==> config.mk <==
export PLATFORM = sky130hd
export DESIGN_NAME = cfg_loader
export DESIGN_NICKNAME = d
export VERILOG_FILES = /design/src/rtl/cfg_loader_pkg.sv /design/src/rtl/cfg_loader_timer.sv /design/src/rtl/cfg_loader_shift.sv /design/src/rtl/cfg_loader.sv
export SDC_FILE = /design/constraint.sdc
export NUM_CORES = 1
export LEC_CHECK = 0
export ABC_AREA = 1
export ABC_CLOCK_PERIOD_IN_PS = 8900
export CAP_MARGIN = 15
export CORE_MARGIN = 2
export CORE_UTILIZATION = 49
export CTS_CLUSTER_DIAMETER = 40
export CTS_CLUSTER_SIZE = 10
export DETAILED_ROUTE_END_ITERATION = 12
export DONT_BUFFER_PORTS = 1
export SKIP_CTS_REPAIR_TIMING = 1
export SYNTH_ARGS = -nofsm -noshare
export SYNTH_HDL_FRONTEND = slang
export SYNTH_HIERARCHICAL = 1
export SYNTH_SLANG_ARGS = --single-unit
export TNS_END_PERCENT = 100
==> constraint.sdc <==
create_clock -name clk -period 8.9 [get_ports clk]
set_input_delay 1.78 -clock clk [delete_from_list [all_inputs] [get_ports clk]]
set_output_delay 1.78 -clock clk [all_outputs]
set_load 0.02 [all_outputs]
==> src/rtl/cfg_loader_pkg.sv <==
package cfg_loader_pkg;
    typedef enum logic [2:0] {
        ST_IDLE,
        ST_RESET,
        ST_CLEAR,
        ST_FIRST,
        ST_STREAM,
        ST_CHECK,
        ST_TRAIL
    } ld_state_t;
endpackage

==> src/rtl/cfg_loader_timer.sv <==
module cfg_loader_timer #(
    parameter int W = 8
) (
    input  logic         clk,
    input  logic         rst_n,
    input  logic         load_i,
    input  logic [W-1:0] value_i,
    output logic         expired_o
);
    logic [W-1:0] cnt_q;

    always_ff @(posedge clk or negedge rst_n) begin
        if (!rst_n) begin
            cnt_q <= '0;
        end else if (load_i) begin
            cnt_q <= value_i;
        end else if (cnt_q != '0) begin
            cnt_q <= cnt_q - W'(1);
        end
    end

    assign expired_o = (cnt_q == '0);
endmodule

==> src/rtl/cfg_loader_shift.sv <==
module cfg_loader_shift #(
    parameter int HALF_DIV = 3
) (
    input  logic       clk,
    input  logic       rst_n,
    input  logic       run_i,
    input  logic       load_i,
    input  logic [7:0] byte_i,
    output logic       sck_o,
    output logic       bit_o,
    output logic       bit_tick_o,
    output logic       byte_tick_o
);
    localparam int DW = (HALF_DIV > 1) ? $clog2(HALF_DIV) : 1;

    logic [DW-1:0] div_q;
    logic          phase_q;
    logic [7:0]    sreg_q;
    logic [2:0]    bcnt_q;
    logic          edge_now;

    assign edge_now    = run_i && (div_q == DW'(HALF_DIV - 1));
    assign bit_tick_o  = edge_now && phase_q;
    assign byte_tick_o = bit_tick_o && (bcnt_q == 3'd7);
    assign sck_o       = phase_q;
    assign bit_o       = sreg_q[7];

    always_ff @(posedge clk or negedge rst_n) begin
        if (!rst_n) begin
            div_q   <= '0;
            phase_q <= 1'b0;
            sreg_q  <= 8'hFF;
            bcnt_q  <= 3'd0;
        end else begin
            if (!run_i) begin
                div_q   <= '0;
                phase_q <= 1'b0;
            end else if (edge_now) begin
                div_q   <= '0;
                phase_q <= ~phase_q;
            end else begin
                div_q <= div_q + DW'(1);
            end
            if (load_i) begin
                sreg_q <= byte_i;
                bcnt_q <= 3'd0;
            end else if (bit_tick_o) begin
                sreg_q <= {sreg_q[6:0], 1'b1};
                bcnt_q <= bcnt_q + 3'd1;
            end
        end
    end

    // data must hold while the serial clock is high
    a_r4_bit_holds_while_high: assert property (@(posedge clk) disable iff (!rst_n)
        ($past(sck_o) && sck_o) |-> $stable(bit_o));
endmodule

==> src/rtl/cfg_loader.sv <==
module cfg_loader
    import cfg_loader_pkg::*;
#(
    parameter int RST_CYC    = 26,
    parameter int CLEAR_CYC  = 100000,
    parameter int HALF_DIV   = 3,
    parameter int CHECK_CYC  = 4,
    parameter int DUMMY_BITS = 49
) (
    input  logic       clk,
    input  logic       rst_n,
    input  logic       start_i,
    input  logic [7:0] src_data_i,
    input  logic       src_valid_i,
    input  logic       src_last_i,
    output logic       src_ready_o,
    output logic       tgt_rst_n_o,
    output logic       tgt_sel_n_o,
    output logic       tgt_sck_o,
    output logic       tgt_mosi_o,
    input  logic       tgt_done_i,
    output logic       busy_o,
    output logic       ok_o,
    output logic       cfg_err_o,
    output logic       underflow_o
);
    localparam int TMAX2 = (CLEAR_CYC > RST_CYC) ? CLEAR_CYC : RST_CYC;
    localparam int TMAX  = (TMAX2 > CHECK_CYC) ? TMAX2 : CHECK_CYC;
    localparam int TW    = $clog2(TMAX + 1);
    localparam int DBW   = $clog2(DUMMY_BITS + 1);
    localparam int LW    = $clog2(RST_CYC + 2);

    ld_state_t      state_q, state_d;
    logic           tmr_load, tmr_exp;
    logic [TW-1:0]  tmr_val;
    logic           sh_run, sh_load, sh_sck, sh_bit, bit_tick, byte_tick;
    logic           done_s1, done_s2;
    logic           last_seen_q;
    logic [DBW-1:0] dcnt_q;
    logic           ok_q, cerr_q, uflow_q;
    logic           ev_ok, ev_cerr, ev_uflow;

    cfg_loader_timer #(.W(TW)) u_timer (
        .clk(clk), .rst_n(rst_n), .load_i(tmr_load),
        .value_i(tmr_val), .expired_o(tmr_exp)
    );

    cfg_loader_shift #(.HALF_DIV(HALF_DIV)) u_shift (
        .clk(clk), .rst_n(rst_n), .run_i(sh_run), .load_i(sh_load),
        .byte_i(src_data_i), .sck_o(sh_sck), .bit_o(sh_bit),
        .bit_tick_o(bit_tick), .byte_tick_o(byte_tick)
    );

    // next-state logic
    always_comb begin
        state_d  = state_q;
        ev_ok    = 1'b0;
        ev_cerr  = 1'b0;
        ev_uflow = 1'b0;
        unique case (state_q)
            ST_IDLE:   ;
            ST_RESET:  if (tmr_exp) state_d = ST_CLEAR;
            ST_CLEAR:  if (tmr_exp) state_d = ST_FIRST;
            ST_FIRST:  if (src_valid_i) state_d = ST_STREAM;
            ST_STREAM: if (byte_tick) begin
                if (last_seen_q) begin
                    state_d = ST_CHECK;
                end else if (!src_valid_i) begin
                    state_d  = ST_IDLE;
                    ev_uflow = 1'b1;
                end
            end
            ST_CHECK:  if (tmr_exp) begin
                if (done_s2) begin
                    state_d = ST_TRAIL;
                end else begin
                    state_d = ST_IDLE;
                    ev_cerr = 1'b1;
                end
            end
            ST_TRAIL:  if (bit_tick && dcnt_q == DBW'(DUMMY_BITS - 1)) begin
                state_d = ST_IDLE;
                ev_ok   = 1'b1;
            end
            default:   state_d = ST_IDLE;
        endcase
        if (start_i) begin
            state_d  = ST_RESET;
            ev_ok    = 1'b0;
            ev_cerr  = 1'b0;
            ev_uflow = 1'b0;
        end
    end

    assign tmr_load = start_i || (state_d != state_q);
    always_comb begin
        unique case (state_d)
            ST_RESET: tmr_val = TW'(RST_CYC - 1);
            ST_CLEAR: tmr_val = TW'(CLEAR_CYC - 1);
            ST_CHECK: tmr_val = TW'(CHECK_CYC - 1);
            default:  tmr_val = '0;
        endcase
    end

    // state register
    always_ff @(posedge clk or negedge rst_n) begin
        if (!rst_n) state_q <= ST_IDLE;
        else        state_q <= state_d;
    end

    // bookkeeping registers
    always_ff @(posedge clk or negedge rst_n) begin
        if (!rst_n) begin
            done_s1     <= 1'b0;
            done_s2     <= 1'b0;
            last_seen_q <= 1'b0;
            dcnt_q      <= '0;
            ok_q        <= 1'b0;
            cerr_q      <= 1'b0;
            uflow_q     <= 1'b0;
        end else begin
            done_s1 <= tgt_done_i;
            done_s2 <= done_s1;
            if (start_i)                     last_seen_q <= 1'b0;
            else if (sh_load && src_last_i)  last_seen_q <= 1'b1;
            if (state_q != ST_TRAIL)         dcnt_q <= '0;
            else if (bit_tick)               dcnt_q <= dcnt_q + DBW'(1);
            if (start_i) begin
                ok_q    <= 1'b0;
                cerr_q  <= 1'b0;
                uflow_q <= 1'b0;
            end else begin
                if (ev_ok)    ok_q    <= 1'b1;
                if (ev_cerr)  cerr_q  <= 1'b1;
                if (ev_uflow) uflow_q <= 1'b1;
            end
        end
    end

    // outputs
    always_comb begin
        tgt_rst_n_o = 1'b1;
        tgt_sel_n_o = 1'b0;
        tgt_sck_o   = 1'b0;
        tgt_mosi_o  = 1'b1;
        unique case (state_q)
            ST_IDLE: begin
                tgt_sel_n_o = 1'b1;
                tgt_sck_o   = 1'b1;
            end
            ST_RESET: tgt_rst_n_o = 1'b0;
            ST_CLEAR, ST_FIRST: ;
            ST_STREAM, ST_CHECK, ST_TRAIL: begin
                tgt_sck_o  = sh_sck;
                tgt_mosi_o = sh_bit;
            end
            default: ;
        endcase
    end

    assign sh_run      = (state_q == ST_STREAM) || (state_q == ST_TRAIL);
    assign src_ready_o = !start_i && ((state_q == ST_FIRST) ||
                         (state_q == ST_STREAM && byte_tick && !last_seen_q));
    assign sh_load     = src_ready_o && src_valid_i;
    assign busy_o      = (state_q != ST_IDLE);
    assign ok_o        = ok_q;
    assign cfg_err_o   = cerr_q;
    assign underflow_o = uflow_q;

    // checker state: cycles the reset output has been low
    logic [LW-1:0] rlow_q;
    always_ff @(posedge clk or negedge rst_n) begin
        if (!rst_n)                 rlow_q <= '0;
        else if (tgt_rst_n_o)       rlow_q <= '0;
        else if (rlow_q != '1)      rlow_q <= rlow_q + LW'(1);
    end

    // pins parked whenever idle
    a_r1_idle_parked: assert property (@(posedge clk) disable iff (!rst_n)
        !busy_o |-> (tgt_sel_n_o && tgt_rst_n_o && !src_ready_o));
    // select low at release and the pulse is long enough
    a_r2_sel_low_at_release: assert property (@(posedge clk) disable iff (!rst_n)
        $rose(tgt_rst_n_o) |-> !tgt_sel_n_o);
    a_r2_pulse_width: assert property (@(posedge clk) disable iff (!rst_n)
        $rose(tgt_rst_n_o) |-> (rlow_q >= LW'(RST_CYC)));
    // quiet during the clear wait
    a_r3_quiet_clear: assert property (@(posedge clk) disable iff (!rst_n)
        (state_q == ST_CLEAR && $past(state_q) == ST_CLEAR) |-> ($stable(tgt_sck_o) && !src_ready_o));
    // bytes are taken only at a falling edge in the stream
    a_r5_load_at_fall: assert property (@(posedge clk) disable iff (!rst_n)
        (src_ready_o && state_q == ST_STREAM) |-> tgt_sck_o);
    // underflow ends the sequence
    a_r6_underflow_stops: assert property (@(posedge clk) disable iff (!rst_n)
        ev_uflow |=> (!busy_o && underflow_o));
    // restart always begins with reset low
    a_r9_restart: assert property (@(posedge clk) disable iff (!rst_n)
        start_i |=> (!tgt_rst_n_o && busy_o && !ok_o && !cfg_err_o && !underflow_o));
    // at most one status flag
    a_r10_one_status: assert property (@(posedge clk) disable iff (!rst_n)
        $onehot0({ok_o, cfg_err_o, underflow_o}));
endmodule

### Word-level counts from Yosys, hierarchy flattened

Index checks and enable logic that the tools add are counted.

| storage, ports and cells | value |
|---|---|
| register bits | 46 |
| output and inout bits | 9 |
| input bits | 14 |

| operators by class | value |
|---|---|
| equal/unequal tests | 15 |
| bitwise logic cells | 1 |
| muxes and demuxes | 48 |
| $add $sub $neg | 4 |
| reduce and logical (&&, ||, !) cells | 26 |

Operators by type and width:

| kind | count |
|---|---|
| $pmux 17 s3 | 1 |
| $mux 3 | 12 |
| $mux 17 | 2 |
| $mux 1 | 25 |
| $pmux 3 s7 | 1 |
| $logic_not 17->1 | 1 |
| $reduce_bool 17->1 | 1 |
| $sub 17x1->17 const B | 1 |
| $mux 8 | 2 |
| $eq 3x3->1 const B | 5 |
| $reduce_bool 2->1 | 7 |
| $mux 6 | 2 |
| $eq 3x2->1 const B | 3 |
| $logic_and 1x1->1 | 9 |
| $add 6x1->6 const B | 1 |
| $eq 3x1->1 const B | 2 |
| $eq 6x6->1 const B | 1 |
| $mux 2 | 2 |
| $add 3x1->3 const B | 1 |
| $logic_not 3->1 | 1 |
| $logic_or 1x1->1 | 3 |
| $ne 3x3->1 | 1 |
| $ne 3x3->1 const B | 1 |
| $reduce_bool 3->1 | 1 |
| 7 further kinds | 8 |

### Logic depth before layout (Yosys ltp)

Gate-level depths: netlist (run 1).

| logic depth | value |
|---|---|
| depth after elaboration | 13 |
| gate-level depth with buffers | 23 |
| mapped depth without buffers | 21 |

### Modules after synthesis

The synthesis (run 1) kept the hierarchy.

Modules (own cells, without submodules):

| module | area each (um2) | cells each | instances |
|---|---|---|---|
| cfg_loader_timer | 1,181.1 | 170 | 1 |
| cfg_loader | 1,002.2 | 137 | 1 |
| cfg_loader_shift | 740.7 | 92 | 1 |

### Worst setup path before layout (run 1)

Ideal clock, no wire load.

| path | value |
|---|---|
| path type | input to output |
| from | input start_i |
| to | output src_ready_o |
| path buffers | 0 |
| stages | 1 |
| required time | 7.120 ns |
| data arrival time | 2.011 ns |
| path slack | 5.109 ns |
| cell sequence | a21oi_2 |

| between the ends | value |
|---|---|
| longest elaborated chain between the ends | 2 |

RTL lines:

| element | RTL line | text |
|---|---|---|
| from (decl) | cfg_loader.sv:12 | `input logic start_i,` |
| $logic_not 1->1 | cfg_loader.sv:162 | `assign src_ready_o = !start_i && ((state_q == ST_FIRST) \|\|` |
| $logic_and 1x1->1 | cfg_loader.sv:162 |  |
| to (decl) | cfg_loader.sv:16 | `output logic src_ready_o,` |

Every way passes these cells.

### Worst setup path in the final report (run 1)

| path | value |
|---|---|
| from | register state_q[1] |
| to | output src_ready_o |

| between the ends | value |
|---|---|
| longest elaborated chain between the ends | 9 |
| elaborated cells on any way between the ends | 11 |
| classes of those cells | 3 x eq/ne; 8 x reduce/logical |

RTL lines:

| element | RTL line | text |
|---|---|---|
| from (decl) | cfg_loader.sv:33 | `ld_state_t state_q, state_d;` |
| from (signal assigned) | cfg_loader.sv:108 | `else state_q <= state_d;` |
| $eq 3x3->1 | cfg_loader.sv:161 | `assign sh_run = (state_q == ST_STREAM) \|\| (state_q == ST_TRAIL);` |
| $logic_or 1x1->1 * | cfg_loader.sv:161 |  |
| via sh_run | cfg_loader.sv:36 | `logic sh_run, sh_load, sh_sck, sh_bit, bit_tick, byte_tick;` |
| $logic_and 1x1->1 * | cfg_loader_shift.sv:22 | `assign edge_now = run_i && (div_q == DW'(HALF_DIV - 1));` |
| $logic_and 1x1->1 * | cfg_loader_shift.sv:23 | `assign bit_tick_o = edge_now && phase_q;` |
| $logic_and 1x1->1 * | cfg_loader_shift.sv:24 | `assign byte_tick_o = bit_tick_o && (bcnt_q == 3'd7);` |
| via byte_tick | cfg_loader.sv:36 |  |
| $logic_and 1x1->1 * (2 in series) | cfg_loader.sv:163 | `(state_q == ST_STREAM && byte_tick && !last_seen_q));` |
| $logic_or 1x1->1 * | cfg_loader.sv:162 |  |
| $logic_and 1x1->1 * | cfg_loader.sv:162 |  |

The timed path passes the listed nets; every way through them passes the cells marked *.

==> flow_metrics.env, run 1 <==
export IMPL_avgViaCountPerCell=4.91
export IMPL_syn_inst=399
export IMPL_run_status="completed"
export IMPL_crit_required_ns=7.12
export IMPL_synth_top_family_by_area="simple AND/OR/NAND/NOR gates"
export IMPL_rsz0062_at_grt="false"
export IMPL_grt_max_degree=47
export IMPL_critPathLaunchType="flop"
export IMPL_ys_ff_latch=46
export IMPL_synthSimpleGateAreaFrac_pct=39.1
export IMPL_post_route_min_period_ns=4.28
export IMPL_via_count=2345
export IMPL_cts_reportedPaths_clkPinSlew_ns=0.10
export IMPL_setup_viol=0
export IMPL_synth_distinct_cells=35
export IMPL_wl_met1_um=3030
export IMPL_overflow=0
export IMPL_whs_ns=0.358
export IMPL_die_width_um=81.3
export IMPL_highest_layer="met4"
export IMPL_r2r_cells=19
export IMPL_maxSlewHeadroom_pct=45.8
export IMPL_fmax_mhz=234
export IMPL_critical_path_class="flop to output port"
export IMPL_insertion_delay_ns=0.31
export IMPL_dr_pass1_iters=4
export IMPL_cts_sinks=46
export IMPL_portBuffers=0
export IMPL_ant_nets=0
export IMPL_end_kind="output port"
export IMPL_crit_fanout=14
export IMPL_die_y_um=81.3
export IMPL_synth_area_sq_mm=0.00292
export IMPL_grt_pass1_wl_um=10400
export IMPL_worstPathArrival_ns=2.50
export IMPL_fin_area_sq_mm=0.00303
export IMPL_tightest_slew_ns=0.807
export IMPL_synth_mux_area_share_pct=0
export IMPL_skew_ns=0.00672
export IMPL_diodes=0
export IMPL_antenna_found_initial=0
export IMPL_cts_htree_levels=2
export IMPL_dieArea_sq_mm=0.00660
export IMPL_postSynthAreaPerCell_sq_um=7.33
export IMPL_drc_errors=0
export IMPL_first_global_vias=2279
export IMPL_wl_um=5920
export IMPL_num_io_pins=23
export IMPL_synth_compound_area_share_pct=8.47
export IMPL_hold_violations=0
export IMPL_initial_core_util_pct=50.0
export IMPL_synthAdderAreaFrac_pct=2.14
export IMPL_gp_congestion=0.804
export IMPL_syn_to_final_growth_pct=3.72
export IMPL_cts_root_buf="clkbuf_8"
export IMPL_cts_buffers=5
export IMPL_dr_wl_met3_um=201
export IMPL_report_final_slew_viol_count=0
export IMPL_drive_gt1_share_pct=13.6
export IMPL_power_density_mw_per_mm2=174
export IMPL_grt_usage_pct=20.5
export IMPL_place_detailed_hpwl_um=4280
export IMPL_placedInstanceArea_sq_mm=0.00294
export IMPL_yosysWarnings=6
export IMPL_drv_cap=0
export IMPL_fin_nets=421
export IMPL_finalSetupTns_ns=0
export IMPL_clockBufferDepth=2
export IMPL_synth_xor_area_share_pct=0
export IMPL_hold_depth=0
export IMPL_synth_seq_area_share_pct=39.7
export IMPL_routed_wl_met2_um=2620
export IMPL_drt_iter0_drc=128
export IMPL_placementRows=28
export IMPL_fp_coreArea_sq_mm=0.00585
export IMPL_ir_drop_mv=0.0947
export IMPL_fin_util_pct=51.8
export IMPL_leakagePower_uw=0.00147
export IMPL_cts_tree="done"
export IMPL_wl_per_cell_um=12.4
export IMPL_finalCritPeriodShare_pct=48.1
export IMPL_min_path_type="flop to flop"
## registers in the layout (all words and copies together) (netlist names), 2 cells and up
name / count
u_timer/cnt_q: 17
u_shift/sreg_q: 8
u_shift/bcnt_q: 3
state_q: 3
u_shift/div_q: 2
dcnt_q: 6
## critical path, stage by stage, from the launching register on
cell	delay [ns]
dfrtp_1	0.52
inv_4	0.09
nor3_4	0.28
inv_1	0.13
nand2_1	0.20
nand4_4	0.26
nor2_1	0.26
nand3_1	0.13
a21oi_2	0.31
## cell usage after synthesis (all sizes together)
master	count	area [sq um]
nor2	56	255
nand4	4	55.1
o22ai	1	6.26
a21oi	22	148
nand3	43	235
buf	8	92.6
dfstp	8	210
nand2	126	493
or2	3	18.8
clkbuf	2	7.51
a31oi	1	6.26
conb	1	3.75
inv	50	198
ha	5	62.6
nand3b	3	22.5
and2	1	6.26
clkinv	1	8.76
o211ai	1	7.51
o21ai	16	80.1
dfrtp	38	951
nor3	9	56.3
## cell type report
type | count | area, sq um
sequential | 46 | 1160
clock inverter | 3 | 23.8
tap | 75 | 93.8
fill | 570 | 2820
inverter | 51 | 206
multi-input combinational | 298 | 1480
clock buffer | 5 | 68.8
## through the flow
step | total power [uW] | instances | setup WS (ns)
floorplan | 370 | 405 | 5.11
global placement | 393 | 470 | 4.87
detailed placement | 393 | 470 | 4.80
CTS | 532 | 478 | 4.62
global route | 568 | 478 | 4.37
finish | 527 | 478 | 4.62
## routing by layer
metal / track usage (%) / vias up
li1: - / 1262
met1: 29.0 / 1045
met2: 31.7 / 30
met3: 4.11 / 8
met4: 6.27 / 0
met5: 0 / -
## final timing paths
path | startpoint | to | slack, ns
max | state_q[1] | src_ready_o | 4.62
min | done_s1 | done_s2 | 0.36
max reg2reg | state_q[1] | u_timer/cnt_q[8] | 4.81
min reg2reg | done_s1 | done_s2 | 0.36
max in group asynchronous | rst_n | u_shift/sreg_q[7] | 7.56
min in group asynchronous | rst_n | dcnt_q[3] | 1.15
## where the power goes
group	internal [uW]	switching (uW)	leakage, uW
sequential	235	23.5	0.000570
clock	56.3	81.0	0.0000408
combinational	46.1	84.9	0.000858
## cells in the final DEF (no fill, tap or decap), drive strengths merged
| cell | count |
|---|---|
| nand4 | 4 |
| dfstp | 8 |
| nor2 | 56 |
| or2 | 3 |
| nor3 | 9 |
| dfrtp | 38 |
| and2 | 1 |
| clkinvlp | 2 |
| a21oi | 22 |
| clkinv | 1 |
| inv | 51 |
| o211ai | 1 |
| clkbuf | 5 |
| nand3b | 3 |
| ha | 5 |
| a31oi | 1 |
| nand2 | 126 |
| conb | 7 |
| o21ai | 16 |
| o22ai | 1 |
| nand3 | 43 |
## cell families (layout without fill, tap and decap cells)
group / after synthesis / in the layout
flops: 46 / 46
other cells: 1 / 7
compound gates: 41 / 41
simple gates: 245 / 245
buf+inv: 61 / 59
fa+ha+maj: 5 / 5
No activity file was read; power rests on OpenSTA's default activity.
==> inputs of run 2 (changes only) <==
--- a/config.mk
+++ b/config.mk
@@ -6,7 +6,7 @@
 export NUM_CORES = 1
 export LEC_CHECK = 0
 export ABC_AREA = 1
-export ABC_CLOCK_PERIOD_IN_PS = 8900
+export ABC_CLOCK_PERIOD_IN_PS = 4350
 export CAP_MARGIN = 15
 export CORE_MARGIN = 2
 export CORE_UTILIZATION = 49
==> constraint.sdc (replaced) <==
create_clock -name clk -period 4.35 [get_ports clk]
set_input_delay 0.87 -clock clk [delete_from_list [all_inputs] [get_ports clk]]
set_output_delay 0.87 -clock clk [all_outputs]
set_load 0.02 [all_outputs]
==> flow_metrics.env, run 2 (same netlist as run 1, synthesis figures left out) <==
export IMPL_run_status="completed"
export IMPL_cp_common_cell="nand2_1"
export IMPL_cts_tree="done"
export IMPL_comb_power_share_pct=25.6
export IMPL_finalSetupTns_ns=0
export IMPL_die_width_um=81.3
export IMPL_hold_violations=0
export IMPL_grt_max_degree=47
export IMPL_placementRows=28
export IMPL_drv_cap=0
export IMPL_fill_cells=567
export IMPL_setup_viol=0
export IMPL_crit_required_ns=4.53
export IMPL_whs_ns=0.257
export IMPL_max_stage_delay_ns=0.58
export IMPL_drt_iter0_drc=124
export IMPL_cts_reportedPaths_clkPinSlew_ns=0.09
export IMPL_leakagePower_uw=0.00148
export IMPL_p_clk_share_pct=24.2
export IMPL_report_final_slew_viol_count=0
export IMPL_fmax_mhz=293
export IMPL_layoutNonFillerInstCount=480
export IMPL_drive_gt1_share_pct=13.8
export IMPL_fin_area_sq_mm=0.00304
export IMPL_cp_num_buf_inv=5
export IMPL_dpl_cell_count=472
export IMPL_dieArea_sq_mm=0.00660
export IMPL_power_density_mw_per_mm2=348
export IMPL_skew_ns=0.00536
export IMPL_worstPathArrival_ns=3.59
export IMPL_fin_util_pct=52.0
export IMPL_post_route_min_period_ns=3.41
export IMPL_cts_sinks=46
export IMPL_path_delay_family="simple AND/OR/NAND/NOR gates"
export IMPL_first_global_vias=2225
export IMPL_grt_usage_pct=19.6
export IMPL_dr_pass1_iters=4
export IMPL_final_common_cell="nand2_1"
export IMPL_maxSlewHeadroom_pct=49.0
export IMPL_grt_pass1_wl_um=10100
export IMPL_tightest_slew_ns=0.759
export IMPL_finalCritPeriodShare_pct=78.3
export IMPL_num_io_pins=23
export IMPL_portBuffers=0
export IMPL_fp_coreArea_sq_mm=0.00585
export IMPL_overflow=0
export IMPL_wl_um=5810
export IMPL_ant_nets=0
export IMPL_switching_share_pct=34.9
export IMPL_fin_nets=423
export IMPL_insertion_delay_ns=0.29
export IMPL_wl_per_cell_um=12.1
export IMPL_critPathLaunchType="flop"
export IMPL_gp_congestion=0.788
export IMPL_cts_htree_levels=2
export IMPL_critical_path_class="flop to flop"
export IMPL_avgViaCountPerCell=5.01
export IMPL_clockBufferDepth=2
export IMPL_ir_drop_mv=0.201
export IMPL_crit_slowest_cell="dfrtp_1"
export IMPL_top_register="u_timer/cnt_q"
export IMPL_drc_errors=0
export IMPL_placedInstanceArea_sq_mm=0.00296
export IMPL_initial_core_util_pct=50.0
export IMPL_diodes=0
export IMPL_largest_register_ffs=17
export IMPL_via_count=2406
export IMPL_intPower_uw=688
export IMPL_cts_buffers=5
export IMPL_layout_common_cells="120 x nand2_1, 48 x nor2_1, 45 x inv_1"
export IMPL_cp_cell_sequence="inv_6, nor3_4, inv_1, nand2_1, nand4_4, inv_1, nand2_1, nand3b_1, nand2_2, nand3_2, nand3_1, nand2_1, nor2_1, nand2_1, inv_1, nand4_4, clkinv_4, a21oi_1"
export IMPL_rsz0062_at_grt="false"
export IMPL_switching_power_uw=369
export IMPL_antenna_found_initial=0
export IMPL_crit_fanout=14
export IMPL_cts_root_buf="clkbuf_8"
export IMPL_end_kind="flop"
export IMPL_syn_to_final_growth_pct=3.98
export IMPL_reg_top3="u_timer/cnt_q (17), u_shift/sreg_q (8), dcnt_q (6)"
export IMPL_seqPwrFrac_pct=50.2
export IMPL_die_y_um=81.3
export IMPL_place_detailed_hpwl_um=4190
export IMPL_min_path_type="input pin to asynchronous set/reset pin"
-- run 2: cell count changes in the layout (fill, tap and decap cells not counted) --
cell / previous run / this run
inv_6: 2 / 1
buf_4: 0 / 2
clkinv_2: 0 / 1
clkinv_1: 0 / 1
clkinvlp_4: 2 / 1
-- run 2: final cells by class --
type / instances / area, sq um / area share [%]
clock buffer: 5 / 68.8 / 2.26
clock inverter: 3 / 16.3 / 0.535
timing repair buffer: 2 / 15.0 / 0.494
inverter: 51 / 206 / 6.79
multi-input combinational: 298 / 1480 / 48.6
tap: 75 / 93.8 / 3.09
sequential: 46 / 1160 / 38.2
-- run 2: path summary, 6_finish.rpt --
path                            startpoint                end  slack (ns)  cells after the start
min in group clk                   done_s1            done_s2        0.36                      0
worst min-delay path                 rst_n        last_seen_q        0.26                      0
worst max-delay path            state_q[2]   u_timer/cnt_q[8]        0.94                     18
worst max register to register  state_q[2]   u_timer/cnt_q[8]        0.94                     18
max in group asynchronous            rst_n  u_shift/sreg_q[6]        3.91                      0
worst min register to register     done_s1            done_s2        0.36                      0
-- run 2: power groups by stage --
| stage | Combinational, uW | Clock, uW | Sequential (uW) |
|---|---|---|---|
| finish | 271 | 256 | 531 |
| detailed placement | 272 | 0 | 537 |
| floorplan | 238 | 0 | 520 |
| CTS | 272 | 270 | 530 |
| global placement | 268 | 0 | 537 |
| global route | 316 | 289 | 537 |
-- run 2: routing by layer --
layer / part of all wire [%] / track usage (%) / vias up
met5: 0 / 0 / -
met3: 2.5 / 3.44 / 9
met4: 1.4 / 5.59 / 0
met2: 45 / 31.3 / 32
li1: - / - / 1261
met1: 51 / 27.4 / 1104
-- run 2: worst reg2reg max path, delay by kind of cell, from the launching register on --
family	cells	cell delay, ns
and+or+nand+nor	12	1.65
AOI/OAI and AO/OA	1	0.06
buffers and inverters	5	1.00
DFF	1	0.58
-- run 2: through the flow --
step           power, uW  setup slack (ns)
5_1_grt             1140             0.565
3_3_place_gp         805              1.03
6_report            1060             0.942
4_1_cts             1070             0.923
2_1_floorplan        758              1.55
3_5_place_dp         809             0.938
